## src/rtl/fsd_pkg.sv

```systemverilog
package fsd_pkg;
   // index of each error kind in flag, set, clear and enable vectors
   typedef enum int unsigned {
      ERR_EARLY = 0,
      ERR_LATE  = 1
   } fsd_err_e;
   localparam int unsigned FSD_NUM_ERR = 2;
endpackage

```

## src/rtl/fsd_edge.sv

```systemverilog
module fsd_edge (
   input  logic clk,
   input  logic rst_n,
   input  logic tick,
   input  logic fs_in,
   input  logic active_high,
   output logic edge_seen
);
   logic act_now;
   logic act_prev;

   assign act_now   = active_high ? fs_in : ~fs_in;
   assign edge_seen = tick & act_now & ~act_prev;

   always_ff @(posedge clk or negedge rst_n) begin
      if (!rst_n)    act_prev <= 1'b0;
      else if (tick) act_prev <= act_now;
   end
endmodule

```

## src/rtl/fsd_tracker.sv

```systemverilog
module fsd_tracker #(
   parameter int unsigned FRL_W = 8
) (
   input  logic             clk,
   input  logic             rst_n,
   input  logic             run,
   input  logic             tick,
   input  logic             edge_seen,
   input  logic [FRL_W-1:0] frame_len_m1,
   input  logic             early_offset,
   output logic             tracking,
   output logic [FRL_W-1:0] frame_pos,
   output logic             early_hit,
   output logic             late_hit
);
   logic [FRL_W-1:0] cnt;
   logic             at_end;

   assign at_end    = (cnt >= frame_len_m1);
   assign early_hit = run & tick & tracking & edge_seen & ~at_end;
   assign late_hit  = run & tick & tracking & ~edge_seen & at_end;

   always_ff @(posedge clk or negedge rst_n) begin
      if (!rst_n) begin
         tracking <= 1'b0;
         cnt      <= '0;
      end else if (!run) begin
         tracking <= 1'b0;
         cnt      <= '0;
      end else if (tick) begin
         if (!tracking) begin
            if (edge_seen) begin
               tracking <= 1'b1;
               cnt      <= '0;
            end
         end else if (edge_seen) begin
            cnt <= '0;
         end else if (at_end) begin
            tracking <= 1'b0;
            cnt      <= '0;
         end else begin
            cnt <= cnt + 1'b1;
         end
      end
   end

   always_comb begin
      if (!tracking)         frame_pos = '0;
      else if (!early_offset) frame_pos = cnt;
      else if (cnt == '0)    frame_pos = frame_len_m1;
      else                   frame_pos = cnt - 1'b1;
   end
endmodule

```

## src/rtl/fsd_flags.sv

```systemverilog
module fsd_flags #(
   parameter int unsigned NUM     = 2,
   parameter bit          SET_WIN = 1'b1
) (
   input  logic           clk,
   input  logic           rst_n,
   input  logic           hold_low,
   input  logic [NUM-1:0] set_in,
   input  logic [NUM-1:0] clr_in,
   input  logic [NUM-1:0] ie,
   output logic [NUM-1:0] flags,
   output logic           irq
);
   for (genvar i = 0; i < NUM; i++) begin : g_flag
      if (SET_WIN) begin : g_set_first
         always_ff @(posedge clk or negedge rst_n) begin
            if (!rst_n)         flags[i] <= 1'b0;
            else if (hold_low)  flags[i] <= 1'b0;
            else if (set_in[i]) flags[i] <= 1'b1;
            else if (clr_in[i]) flags[i] <= 1'b0;
         end
      end else begin : g_clr_first
         always_ff @(posedge clk or negedge rst_n) begin
            if (!rst_n)         flags[i] <= 1'b0;
            else if (hold_low)  flags[i] <= 1'b0;
            else if (clr_in[i]) flags[i] <= 1'b0;
            else if (set_in[i]) flags[i] <= 1'b1;
         end
      end
   end

   assign irq = |(flags & ie);
endmodule

```

## src/rtl/fs_slip_monitor.sv

```systemverilog
module fs_slip_monitor #(
   parameter int unsigned FRL_W   = 8,
   parameter bit          SET_WIN = 1'b1
) (
   input  logic             clk,
   input  logic             rst_n,
   input  logic             enable,
   input  logic             slave_mode,
   input  logic             bclk_tick,
   input  logic             fs_in,
   input  logic [FRL_W-1:0] frame_len_m1,
   input  logic             fs_active_high,
   input  logic             fs_early_offset,
   input  logic [1:0]       irq_en,
   input  logic             clr_early,
   input  logic             clr_late,
   output logic             early_flag,
   output logic             late_flag,
   output logic             irq,
   output logic             in_frame,
   output logic [FRL_W-1:0] frame_pos
);
   import fsd_pkg::*;

   localparam int unsigned NERR = FSD_NUM_ERR;

   if (FRL_W < 3 || FRL_W > 16) begin : g_bad_width
      $error("fs_slip_monitor: FRL_W must lie in 3..16");
   end

   logic            run;
   logic            edge_seen;
   logic            early_hit;
   logic            late_hit;
   logic [NERR-1:0] set_v;
   logic [NERR-1:0] clr_v;
   logic [NERR-1:0] flag_v;

   assign run = enable & slave_mode;

   fsd_edge u_edge (
      .clk         (clk),
      .rst_n       (rst_n),
      .tick        (bclk_tick),
      .fs_in       (fs_in),
      .active_high (fs_active_high),
      .edge_seen   (edge_seen)
   );

   fsd_tracker #(.FRL_W(FRL_W)) u_trk (
      .clk          (clk),
      .rst_n        (rst_n),
      .run          (run),
      .tick         (bclk_tick),
      .edge_seen    (edge_seen),
      .frame_len_m1 (frame_len_m1),
      .early_offset (fs_early_offset),
      .tracking     (in_frame),
      .frame_pos    (frame_pos),
      .early_hit    (early_hit),
      .late_hit     (late_hit)
   );

   always_comb begin
      set_v = '0;
      clr_v = '0;
      set_v[ERR_EARLY] = early_hit;
      set_v[ERR_LATE]  = late_hit;
      clr_v[ERR_EARLY] = clr_early;
      clr_v[ERR_LATE]  = clr_late;
   end

   fsd_flags #(.NUM(NERR), .SET_WIN(SET_WIN)) u_flags (
      .clk      (clk),
      .rst_n    (rst_n),
      .hold_low (~slave_mode),
      .set_in   (set_v),
      .clr_in   (clr_v),
      .ie       (irq_en),
      .flags    (flag_v),
      .irq      (irq)
   );

   assign early_flag = flag_v[ERR_EARLY];
   assign late_flag  = flag_v[ERR_LATE];
endmodule

```

## config.mk

```make
export PLATFORM = sky130hd
export DESIGN_NAME = fs_slip_monitor
export DESIGN_NICKNAME = d
export VERILOG_FILES = /design/src/rtl/fsd_pkg.sv /design/src/rtl/fsd_edge.sv /design/src/rtl/fsd_tracker.sv /design/src/rtl/fsd_flags.sv /design/src/rtl/fs_slip_monitor.sv
export SDC_FILE = /design/constraint.sdc
export NUM_CORES = 1
export LEC_CHECK = 0
export BUFFER_PORTS_ARGS = -buffer_cell sky130_fd_sc_hd__buf_4
export CORE_UTILIZATION = 45
export CTS_BUF_LIST = sky130_fd_sc_hd__clkbuf_4 sky130_fd_sc_hd__clkbuf_8
export CTS_CLUSTER_SIZE = 30
export DETAILED_ROUTE_END_ITERATION = 8
export MAX_ROUTING_LAYER = met4
export PLACE_DENSITY = 0.69
export SLEW_MARGIN = 25
export SYNTH_ARGS = -nofsm -noshare
export SYNTH_HDL_FRONTEND = slang
export SYNTH_HIERARCHICAL = 1
export SYNTH_SLANG_ARGS = --single-unit
```

## constraint.sdc

```tcl
create_clock -name clk -period 2.8 [get_ports clk]
set_input_delay 0.14 -clock clk [delete_from_list [all_inputs] [get_ports clk]]
set_output_delay 0.14 -clock clk [all_outputs]
set_load 0.01 [all_outputs]
```

==> flow_summary.yaml <==
outcome:
  outcome: "completed"
grt:
  grt_overflow_total: 0
  antenna_found_initial: 0
  grt_usage: 0.219
  grt_pass1_vias: 1020
  grt_pass1_wl_um: 4510
  grt_start_max_net_pins: 15
route:
  routed_wl_um: 3010
  route.vias.total: 1221
  ant_nets: 0
  viasPerCell: 5.58
  dr.first_iter.drc_count: 29
  remaining_drc_errors: 0
  drt-wirelength-per-cell_um: 13.7
  first_pass_iters: 4
place:
  finalWeightedCongestion: 0.874
  place_inst: 214
  postPlaceCellArea_um2: 1480
  pre_cts_slack_ps: 471
  hpwl_um: 2330
  portBuffers: 31
worst_setup_path:
  cp_slowest_cell: "or4b_4"
  critPathArrivalTime_ps: 2490
  crit_required_ps: 2660
  slowest_delay_ps: 530
  path_buf_inv: 2
  critPathTopFamily: "simple AND/OR/NAND/NOR gates"
  critPathCaptureType: "output port"
  reg2regPathDepth: 6
  start_kind: "flop"
  cp_num_cells: 8
  path_max_fanout: 10
  crit_type: "flop to output port"
  r2r_start: "u_trk/cnt[6]"
  reg2reg_to: "u_trk/cnt[7]"
  r2r_setup_slack_ps: 620
  path_cells: "inv_1 -> ha_1 -> or4b_4 -> nor2_8 -> mux2_4 -> a22oi_2 -> nor2b_2 -> buf_4"
layout:
  drive_gt1_frac: 0.238
  final_net_count: 221
  fin_area_um2: 1520
  antenna_cells: 0
  syn_to_final_growth_pct: 21.0
  fillers: 246
  final_cells: 219
flow_run:
  maxCapViolCount: 0
synthesis:
  yosysTopAreaCell: "dfrtp_1"
  syn_area_um2: 1260
  ys.warnings.count: 6
  yosys.cell_count.top_type: "inv_1"
  synth-seq-area-share: 0.239
  synthFlopType: "dfrtp_1"
  synth_common_cells: "19 x inv_1, 14 x o21ai_0, 13 x nand2_1"
  synth_edf_count: 0
  ys_ff_latch: 12
  syn-instance-count: 159
  ys_types: 45
  synthArstFlopShare: 1.00
  synth_top_area_frac: 0.239
  synth_area_leaders: "dfrtp_1 24%, ha_1 11%, inv_1 5.7%"
  avgSynthCellArea_um2: 7.92
  synth_fp_nets: 190
clock_tree:
  clkTransAtPathRegs_ps: 80
  cts_buffer_depth: 2
  post_cts_resized: 0
  cts_tree: "done"
  cts_buffers: 3
  ctsRootBufferMaster: "clkbuf_4"
  h-tree-depth: 1
  worstSkewPairLatency_ps: 280
  cts.sinks: 12
pwr:
  p_leak_nw: 0.798
  irDropWorstVdd_mv: 0.336
  p_per_area_nw_per_um2: 257
  finalPower_mw: 0.391
sta:
  rsz0062_at_grt: "no"
  post-route-min-period_ps: 2630
  setup_viol: 0
  clock.fmax_ghz: 0.380
  worstMarginPinSlew_ps: 637
  post-route-period-util: 0.941
  slew_viol_final: 0
  setup_slack_ps: 165
  finalHoldViolations: 0
  worst_clock_skew_ps: 1.10
  fin_tns_setup_ps: 0
  slew_headroom: 0.574
min_path:
  min_path_type: "input pin to flop"
  min_to: "u_edge/act_prev"
  hp-start: "bclk_tick"
  holdPathStages: 2
floorplanning:
  die_x_um: 54.9
  core_um2: 2570
  die_y_um: 54.9
  start_util: 0.490
  rows: 18
  io_pins: 32
  die_area_um2: 3010
## kinds of logic after synthesis
group / share of synthesized area
buffers and inverters: 0.110
adder cells (fa/ha/maj): 0.109
XOR/XNOR: 0.0139
AND/OR/NAND/NOR: 0.264
flip-flops: 0.239
AO/OA/AOI/OAI: 0.228
multiplexers: 0.0358
## per-stage QoR
stage	hold slack, ps	utilization
after floorplan	-156	-
after global placement	-13.7	0.575
after detailed placement	-12.3	0.575
after CTS	86.9	0.593
after global routing	83.7	0.593
final	92.2	0.593
## cells in the final DEF (no fill, tap or decap), types with 2 or more instances in the layout
cell / netlist / layout
clkbuf_4: 0 / 3
a21oi_1: 5 / 5
nor2_1: 11 / 11
and3_1: 3 / 3
nand2b_1: 2 / 2
ha_1: 11 / 11
o211ai_1: 3 / 3
nand3_1: 10 / 10
a22o_1: 2 / 2
xor2_1: 2 / 2
and2_1: 4 / 4
mux2i_1: 3 / 3
o21ai_0: 14 / 14
dfrtp_1: 12 / 12
nand2_1: 13 / 13
buf_4: 0 / 33
a21o_1: 2 / 2
a31oi_1: 6 / 6
nor3_1: 6 / 6
inv_1: 19 / 19
o211a_1: 2 / 2
## area by class of cell
type | instances | area, µm² | share of cell area
flip-flops and latches | 12 | 300 | 0.197
clock buffers | 4 | 36.3 | 0.0238
multi-input cells | 120 | 820 | 0.538
repair buffers | 34 | 258 | 0.169
inverters | 19 | 71.3 | 0.0468
well taps | 30 | 37.5 | 0.0247
## state kept, by name, summed over array words and instances (netlist names)
signal           flops
u_trk/cnt            8
u_flags/flags        2
u_trk/tracking       1
u_edge/act_prev      1
## metal layers
| layer | up-vias | wire length, µm | GRT usage |
|---|---|---|---|
| met5 | - | 0 | - |
| met4 | 0 | 27 | 0.0598 |
| met3 | 4 | 121 | 0.0611 |
| met2 | 16 | 1390 | 0.337 |
| met1 | 578 | 1470 | 0.278 |
| li1 | 623 | - | - |
## worst max-delay path by stage
stage,startpoint,endpoint,slack [ps]
CTS,u_trk/cnt[0],frame_pos[2],150
global route,u_trk/cnt[0],frame_pos[2],50
global placement,u_trk/cnt[0],frame_pos[2],530
floorplan,u_trk/cnt[0],frame_pos[2],600
detailed placement,u_trk/cnt[0],frame_pos[2],470
finish,u_trk/cnt[0],frame_pos[2],170
## power breakdown
| group | switching [mW] | internal (mW) | total (mW) |
|---|---|---|---|
| logic | 0.0349 | 0.0373 | 0.0722 |
| clock network | 0.0624 | 0.0792 | 0.142 |
| registers | 0.00169 | 0.176 | 0.177 |
## what timing repair did
action,CTS,global route
setup endpoints to repair,0,0
hold endpoints to repair,12,0
setup buffers,0,0
hold buffers,1,0
## worst reg2reg max path: cells and delay by family, from the launching register on
family                     cells  cell delay (ps)
DFF                            1              530
and+or+nand+nor                1              120
adders and majority gates      1              310
AOI/OAI and AO/OA              4             1140
Note: power is estimated with default switching activity, not from simulation.
